===== src/rtl/spi_stat_pkg.sv =====
package spi_stat_pkg;

    typedef enum logic [1:0] {
        SEL_STATUS = 2'd0,
        SEL_ENABLE = 2'd1,
        SEL_COUNT  = 2'd2,
        SEL_NONE   = 2'd3
    } reg_sel_e;

    localparam int BIT_TC  = 31;
    localparam int BIT_EOQ = 28;
    localparam int BIT_TXF = 25;
    localparam int BIT_TXD = 24;
    localparam int BIT_RXF = 17;
    localparam int BIT_RXD = 16;

    localparam logic [31:0] EN_MASK = (32'd1 << BIT_TC) | (32'd1 << BIT_EOQ)
                                    | (32'd1 << BIT_TXF) | (32'd1 << BIT_TXD)
                                    | (32'd1 << BIT_RXF) | (32'd1 << BIT_RXD);

endpackage


===== src/rtl/spi_frame_counter.sv =====
module spi_frame_counter #(
    parameter int CNT_W = 16
) (
    input  logic             clk,
    input  logic             rst_n,
    input  logic             frame_done,
    input  logic             frame_clr_cnt,
    input  logic             load,
    input  logic [CNT_W-1:0] load_val,
    output logic [CNT_W-1:0] count
);

    logic [CNT_W-1:0] count_q;

    always_ff @(posedge clk) begin
        if (!rst_n) begin
            count_q <= '0;
        end else if (load) begin
            count_q <= load_val;
        end else if (frame_done) begin
            // A clearing frame restarts the count and is itself counted
            count_q <= frame_clr_cnt ? CNT_W'(1) : count_q + CNT_W'(1);
        end
    end

    assign count = count_q;

endmodule


===== src/rtl/spi_flag_unit.sv =====
module spi_flag_unit #(
    parameter int DEPTH = 4,
    parameter int LVL_W = $clog2(DEPTH + 1)
) (
    input  logic             clk,
    input  logic             rst_n,
    input  logic             frame_done,
    input  logic             frame_eoq,
    input  logic [LVL_W-1:0] tx_level,
    input  logic [LVL_W-1:0] rx_level,
    input  logic             clr_tc,
    input  logic             clr_eoq,
    output logic             tc_flag,
    output logic             eoq_flag,
    output logic             txf_flag,
    output logic             rxf_flag
);

    logic tc_q, eoq_q, txf_q, rxf_q;

    always_ff @(posedge clk) begin
        if (!rst_n) begin
            tc_q  <= 1'b0;
            eoq_q <= 1'b0;
            txf_q <= 1'b0;
            rxf_q <= 1'b0;
        end else begin
            // Set has priority over a write-one clear in the same cycle
            tc_q  <= frame_done | (tc_q & ~clr_tc);
            eoq_q <= (frame_done & frame_eoq) | (eoq_q & ~clr_eoq);
            txf_q <= (tx_level < LVL_W'(DEPTH));
            rxf_q <= (rx_level != '0);
        end
    end

    assign tc_flag  = tc_q;
    assign eoq_flag = eoq_q;
    assign txf_flag = txf_q;
    assign rxf_flag = rxf_q;

endmodule


===== src/rtl/spi_req_router.sv =====
module spi_req_router
    import spi_stat_pkg::*;
(
    input  logic        clk,
    input  logic        rst_n,
    input  logic        en_wr,
    input  logic [31:0] en_wdata,
    input  logic        tc_flag,
    input  logic        eoq_flag,
    input  logic        txf_flag,
    input  logic        rxf_flag,
    output logic [31:0] enable,
    output logic        irq,
    output logic        tx_dma_req,
    output logic        rx_dma_req
);

    logic [31:0] en_q;

    always_ff @(posedge clk) begin
        if (!rst_n) begin
            en_q <= '0;
        end else if (en_wr) begin
            en_q <= en_wdata & EN_MASK;
        end
    end

    always_comb begin
        irq = (tc_flag  & en_q[BIT_TC])
            | (eoq_flag & en_q[BIT_EOQ])
            | (txf_flag & en_q[BIT_TXF] & ~en_q[BIT_TXD])
            | (rxf_flag & en_q[BIT_RXF] & ~en_q[BIT_RXD]);
        tx_dma_req = txf_flag & en_q[BIT_TXF] & en_q[BIT_TXD];
        rx_dma_req = rxf_flag & en_q[BIT_RXF] & en_q[BIT_RXD];
    end

    assign enable = en_q;

endmodule


===== src/rtl/spi_stat_unit.sv =====
module spi_stat_unit
    import spi_stat_pkg::*;
#(
    parameter int CNT_W = 16,
    parameter int DEPTH = 4,
    parameter int LVL_W = $clog2(DEPTH + 1)
) (
    input  logic             clk,
    input  logic             rst_n,
    input  logic             frame_done,
    input  logic             frame_eoq,
    input  logic             frame_clr_cnt,
    input  logic [LVL_W-1:0] tx_level,
    input  logic [LVL_W-1:0] rx_level,
    input  logic             reg_wr,
    input  logic [1:0]       reg_addr,
    input  logic [31:0]      reg_wdata,
    output logic [31:0]      status_reg,
    output logic [31:0]      count_reg,
    output logic [31:0]      enable_reg,
    output logic             irq,
    output logic             tx_dma_req,
    output logic             rx_dma_req
);

    localparam int PAD_W = 32 - CNT_W;

    reg_sel_e         sel;
    logic             wr_status, wr_enable, wr_count;
    logic             tc_flag, eoq_flag, txf_flag, rxf_flag;
    logic [CNT_W-1:0] count;

    always_comb begin
        sel       = reg_sel_e'(reg_addr);
        wr_status = 1'b0;
        wr_enable = 1'b0;
        wr_count  = 1'b0;
        unique case (sel)
            SEL_STATUS: wr_status = reg_wr;
            SEL_ENABLE: wr_enable = reg_wr;
            SEL_COUNT:  wr_count  = reg_wr;
            SEL_NONE:   ;
        endcase
    end

    spi_frame_counter #(.CNT_W(CNT_W)) u_cnt (
        .clk           (clk),
        .rst_n         (rst_n),
        .frame_done    (frame_done),
        .frame_clr_cnt (frame_clr_cnt),
        .load          (wr_count),
        .load_val      (reg_wdata[31 -: CNT_W]),
        .count         (count)
    );

    spi_flag_unit #(.DEPTH(DEPTH), .LVL_W(LVL_W)) u_flags (
        .clk        (clk),
        .rst_n      (rst_n),
        .frame_done (frame_done),
        .frame_eoq  (frame_eoq),
        .tx_level   (tx_level),
        .rx_level   (rx_level),
        .clr_tc     (wr_status & reg_wdata[BIT_TC]),
        .clr_eoq    (wr_status & reg_wdata[BIT_EOQ]),
        .tc_flag    (tc_flag),
        .eoq_flag   (eoq_flag),
        .txf_flag   (txf_flag),
        .rxf_flag   (rxf_flag)
    );

    spi_req_router u_route (
        .clk        (clk),
        .rst_n      (rst_n),
        .en_wr      (wr_enable),
        .en_wdata   (reg_wdata),
        .tc_flag    (tc_flag),
        .eoq_flag   (eoq_flag),
        .txf_flag   (txf_flag),
        .rxf_flag   (rxf_flag),
        .enable     (enable_reg),
        .irq        (irq),
        .tx_dma_req (tx_dma_req),
        .rx_dma_req (rx_dma_req)
    );

    always_comb begin
        status_reg          = '0;
        status_reg[BIT_TC]  = tc_flag;
        status_reg[BIT_EOQ] = eoq_flag;
        status_reg[BIT_TXF] = txf_flag;
        status_reg[BIT_RXF] = rxf_flag;
    end

    generate
        if (PAD_W > 0) begin : g_pad
            assign count_reg = {count, {PAD_W{1'b0}}};
        end else begin : g_full
            assign count_reg = count;
        end
    endgenerate

endmodule


===== config.mk =====
export PLATFORM = sky130hd
export DESIGN_NAME = spi_stat_unit
export DESIGN_NICKNAME = d
export VERILOG_FILES = /design/src/rtl/spi_stat_pkg.sv /design/src/rtl/spi_frame_counter.sv /design/src/rtl/spi_flag_unit.sv /design/src/rtl/spi_req_router.sv /design/src/rtl/spi_stat_unit.sv
export SDC_FILE = /design/constraint.sdc
export NUM_CORES = 1
export LEC_CHECK = 0
export BUFFER_PORTS_ARGS = -buffer_cell sky130_fd_sc_hd__buf_2
export CELL_PAD_IN_SITES_DETAIL_PLACEMENT = 0
export CELL_PAD_IN_SITES_GLOBAL_PLACEMENT = 1
export CORE_MARGIN = 3
export CORE_UTILIZATION = 29
export DETAILED_ROUTE_END_ITERATION = 12
export PLACE_DENSITY_LB_ADDON = 0.1
export SYNTH_ARGS = -nofsm -noshare
export SYNTH_HDL_FRONTEND = slang
export SYNTH_HIERARCHICAL = 1
export SYNTH_SLANG_ARGS = --single-unit

===== constraint.sdc =====
create_clock -name clk -period 2.8 [get_ports clk]
set_input_delay 0.28 -clock clk [delete_from_list [all_inputs] [get_ports clk]]
set_output_delay 0.28 -clock clk [all_outputs]
set_load 0.1 [all_outputs]

# After elaboration in Yosys (flattened, before gate mapping)
# Index checks and enable logic that the tools add are counted.
# totals
reg_bits	26
in_bits	46
output_inout_bits	99
word_cells	41
# classes
n_addsub	1
magnitude_cmp	1
eq_ne	2
muxes	6
bitwise_logic	22
reduce_logical	3
# op_table
cell	n
16-bit 2-to-1 mux	3
16-bit by 1-bit adder with 16-bit output, second input constant	1
1-bit AND	13
1-bit OR	5
1-bit NOT	4
3-bit less-than comparator, second input constant	1
1-bit 2-to-1 mux	3
3-bit nonzero test	1
2-bit by 1-bit == test with 1-bit output, second input constant	1
2-bit == test, second input constant	1
2-bit zero test	1
2-bit nonzero test	1

# Logic depth before layout (Yosys ltp)
# logic_depth
ltp_word	6
mapped_depth	6
depth_no_buf	5

# Modules after synthesis
# The synthesis kept the hierarchy.
# by_module_without_submodules
mod	instances	cells_per_inst	area_each_um2	seq_area_each_um2
spi_frame_counter	1	119	933.4	320.3
spi_req_router	1	52	464.2	120.1
spi_stat_unit	1	53	409.1	0.0
spi_flag_unit	1	11	126.4	80.1

# Least setup slack after synthesis
# OpenSTA, ideal clock, no wires.
# synth_timing
path_kind	register -> output
from	register u_route.en_q[17], in the netlist u_route/enable[17]
to	output port irq
t_arrival_ns	2.664
required_ns	2.520
path_slack_ns	-0.144
path_stages_with_launch	3
path_buffers	0
path_cell_list	dfxtp_1 -> nand2_1 -> o221ai_1
# synth_between
elab_chain_cells	3
# synth_rtl
element	line_no	source
from (decl)	spi_req_router.sv:18	logic [31:0] en_q;
from (signal assigned)	spi_req_router.sv:24	en_q <= en_wdata & EN_MASK;
1-bit AND (2 in series)	spi_req_router.sv:32	| (rxf_flag & en_q[BIT_RXF] & ~en_q[BIT_RXD]);
1-bit OR	spi_req_router.sv:32	
to (decl)	spi_stat_unit.sv:21	output logic irq,
# No other way between the ends.

# Worst setup path in the final report
# layout_timing
from	register u_route.en_q[25], in the netlist u_route/enable[25]
to	output port irq
# layout_between
elab_chain_cells	4
# layout_rtl
element	line_no	source
1-bit AND (2 in series)	spi_req_router.sv:31	| (txf_flag & en_q[BIT_TXF] & ~en_q[BIT_TXD])
1-bit OR	spi_req_router.sv:31	
1-bit OR	spi_req_router.sv:32	
# No other way between the ends.

==> impl_results.md <==
* Status: finished, final reports clean
* Critical Path End Type: output pin
* Dpl hpwl at about 3400 um
* Vias at ~1500
* Fin crit share at 57.9%
* CTS tree: yes
* Setup repair bufs after CTS at 0
* Most frequent cells in the layout: conb_1 (70), buf_2 (56), dfxtp_1 (26), nand2_1 (17), nor2b_1 (12)
* Antenna violations before repair at 0
* Max Slew Vio Count at 0
* # IOs at 145
* DR vias/cell at 4.15
* Final setup fails at 0
* CP Data Required Time at 2.52 ns
* Sink Count at 26
* Critical path launch point type: register
* Post-synth EDFFs at 0
* Layout area overhead at 5.31%
* Max clock buf depth at 2
* Post-CTS Hold Fix Bufs at 0
* Post-synthesis cell area at approximately 1900 um2
* Setup TNS at 0 ns
* Post-Synth Simple-Gate Area at between 20% and 30%
* Initial DRC count at approximately 50
* Util after Layout at between 30% and 40%
* RSZ-0062 raised after global routing: no
* Routability cong. at about 0.75
* Asr flop ratio synth at 0%
* Die footprint at approximately 7700 um2
* Fmax at approximately 620 MHz
* CP max FO at 4
* Main synth FF type: dfxtp_1
* P_leak at ~0.96 nW
* Wire per inst at between 10 and 15 um
* Class of the worst hold path: primary input to register
* Final instance area at roughly 2000 um2
* CTS resizes at 0
* Most common cell after layout, fill and taps aside: conb_1
* Final antenna-violating net count at 0
* Fin nets at 330
* DR pass1 iterations at 4
* Clk_skew at ~0.0036 ns
* Max Cap Viol at 0
* Drt drc at 0
* Clock latency on the worst-skew pair at between 0.2 and 0.3 ns
* Kind of critical path: register to output pin
* Routed WL at about 4300 um
* Die Y at around 88 um
* Area leader, netlist: buf_4
* Final hold violations at 0
* Grt ovf at 0
* Peak supply drop at approximately 180 uV
* Largest net degree at the start of global routing at 26
* Core Box Area at roughly 6400 um2
* Filler cells at 751
* Root Buffer: clkbuf_8
* Post-synthesis sequential area ratio at a little over a quarter
* Main combinational cell family by area after synthesis: buffers and inverters
* Num rows at 29
* Die Span X at 87.6 um
* Placed Instance Area at 1980 um2
* PwrDens at between 600 and 700 nW/um2
* First-pass GRT wire length at about 6700 um
* Synth unique cells at 41
* Synth Area in Adders at less than 1%
* ANT cells at 0
* Post-synthesis register bit count at 26
* Synth warn at 6
* Max reg flops at 16
* Initial core utilization at between 30 and 40%
* TritonCTS Buffers at 3
* Post-synthesis compound-gate area fraction at 10.7%
* Vias in the first global route at between 1000 and 1500
* IO buf count at 56
* Share of the synthesized area in the top cell type at approximately 29%
* Worst Path Arrival at about 1.3 ns
* Htree depth at 1
* Reg clk slew, reported paths at 0.10 ns
* Layout cells sized above 1 at around a quarter
* Post-Synth XOR/XNOR Area at under 10%
* Mux cell area share after synthesis at 3.62%
* Total GRT Usage at between 10% and 20%
* Mapped Avg Cell Area at 8.23 um2
* Synth Instances at 235
* Synth top area cells: buf_4 (29%), dfxtp_1 (27%), xnor2_1 (4.5%)
* Tmin final at approximately 1.6 ns
where the power goes:
group | internal [W] | total, W | switching, W
Sequential | 0.000385 | 0.000404 | 0.0000187
Clock | 0.000126 | 0.000253 | 0.000127
Combinational | 0.0000497 | 0.000621 | 0.000571
worst max-delay path, cell delays in order (launching register included):
cell,delay (ns)
dfxtp_1,0.39
nand2_1,0.08
o221ai_2,0.15
buf_2,0.45
cells by family after synthesis:
family,count (synthesis)
adder cells (fa/ha/maj),1
multiplexers,7
other,2
XOR/XNOR,12
AO/OA/AOI/OAI,33
flip-flops,26
buffers and inverters,85
AND/OR/NAND/NOR,69
path summary, 6_finish.rpt:
path / start / to / slack (ns) / cells past startpoint
min reg2reg: u_flags/eoq_flag / u_flags/eoq_flag / 0.50 / 2
max reg2reg: u_cnt/count[0] / u_cnt/count[14] / 1.20 / 5
max: u_route/enable[25] / irq / 1.18 / 3
min: tx_level[2] / u_flags/txf_flag / 0.14 / 2
synthesized netlist by cell type, types with 2 or more instances:
cell,instances
and3b_2,2
nor2b_1,12
a21oi_1,10
nand2b_1,2
xnor2_1,10
conb_1,2
buf_4,74
mux2i_1,7
o21ai_0,6
nor2_1,8
inv_1,4
a221oi_1,2
clkbuf_1,4
nor4_1,5
o22ai_1,6
nor3b_1,5
nor3_1,4
xor2_1,2
and4bb_2,2
nand3_1,3
dfxtp_1,26
nand2_1,17
and3_1,2
nand4_1,3
layer usage:
layer	GRT usage [%]	wire length, um
met1	14.0	1990
met3	2.63	284
met5	0	0
met4	2.51	21
met2	18.7	2000
area by class of cell:
| cell class | instances | area, um2 | share of cell area (%) |
|---|---|---|---|
| clock buffers | 4 | 55.1 | 2.70 |
| inverters | 4 | 15.0 | 0.738 |
| multi-input cells | 192 | 1070 | 52.5 |
| flip-flops and latches | 26 | 520 | 25.6 |
| well taps | 77 | 96.3 | 4.73 |
| repair buffers | 56 | 280 | 13.8 |
per-stage QoR:
| step | hold slack, ns | cells | power [W] | setup slack [ns] |
|---|---|---|---|---|
| after floorplan | 0.352 | 303 | 0.00106 | 0.455 |
| after global placement | 0.442 | 355 | 0.00103 | 0.898 |
| after detailed placement | 0.444 | 355 | 0.00103 | 0.881 |
| after CTS | 0.135 | 359 | 0.00129 | 1.15 |
| after global routing | 0.141 | 359 | 0.00133 | 0.959 |
| final | 0.144 | 359 | 0.00128 | 1.18 |
Power figures use the tool's default switching activity.
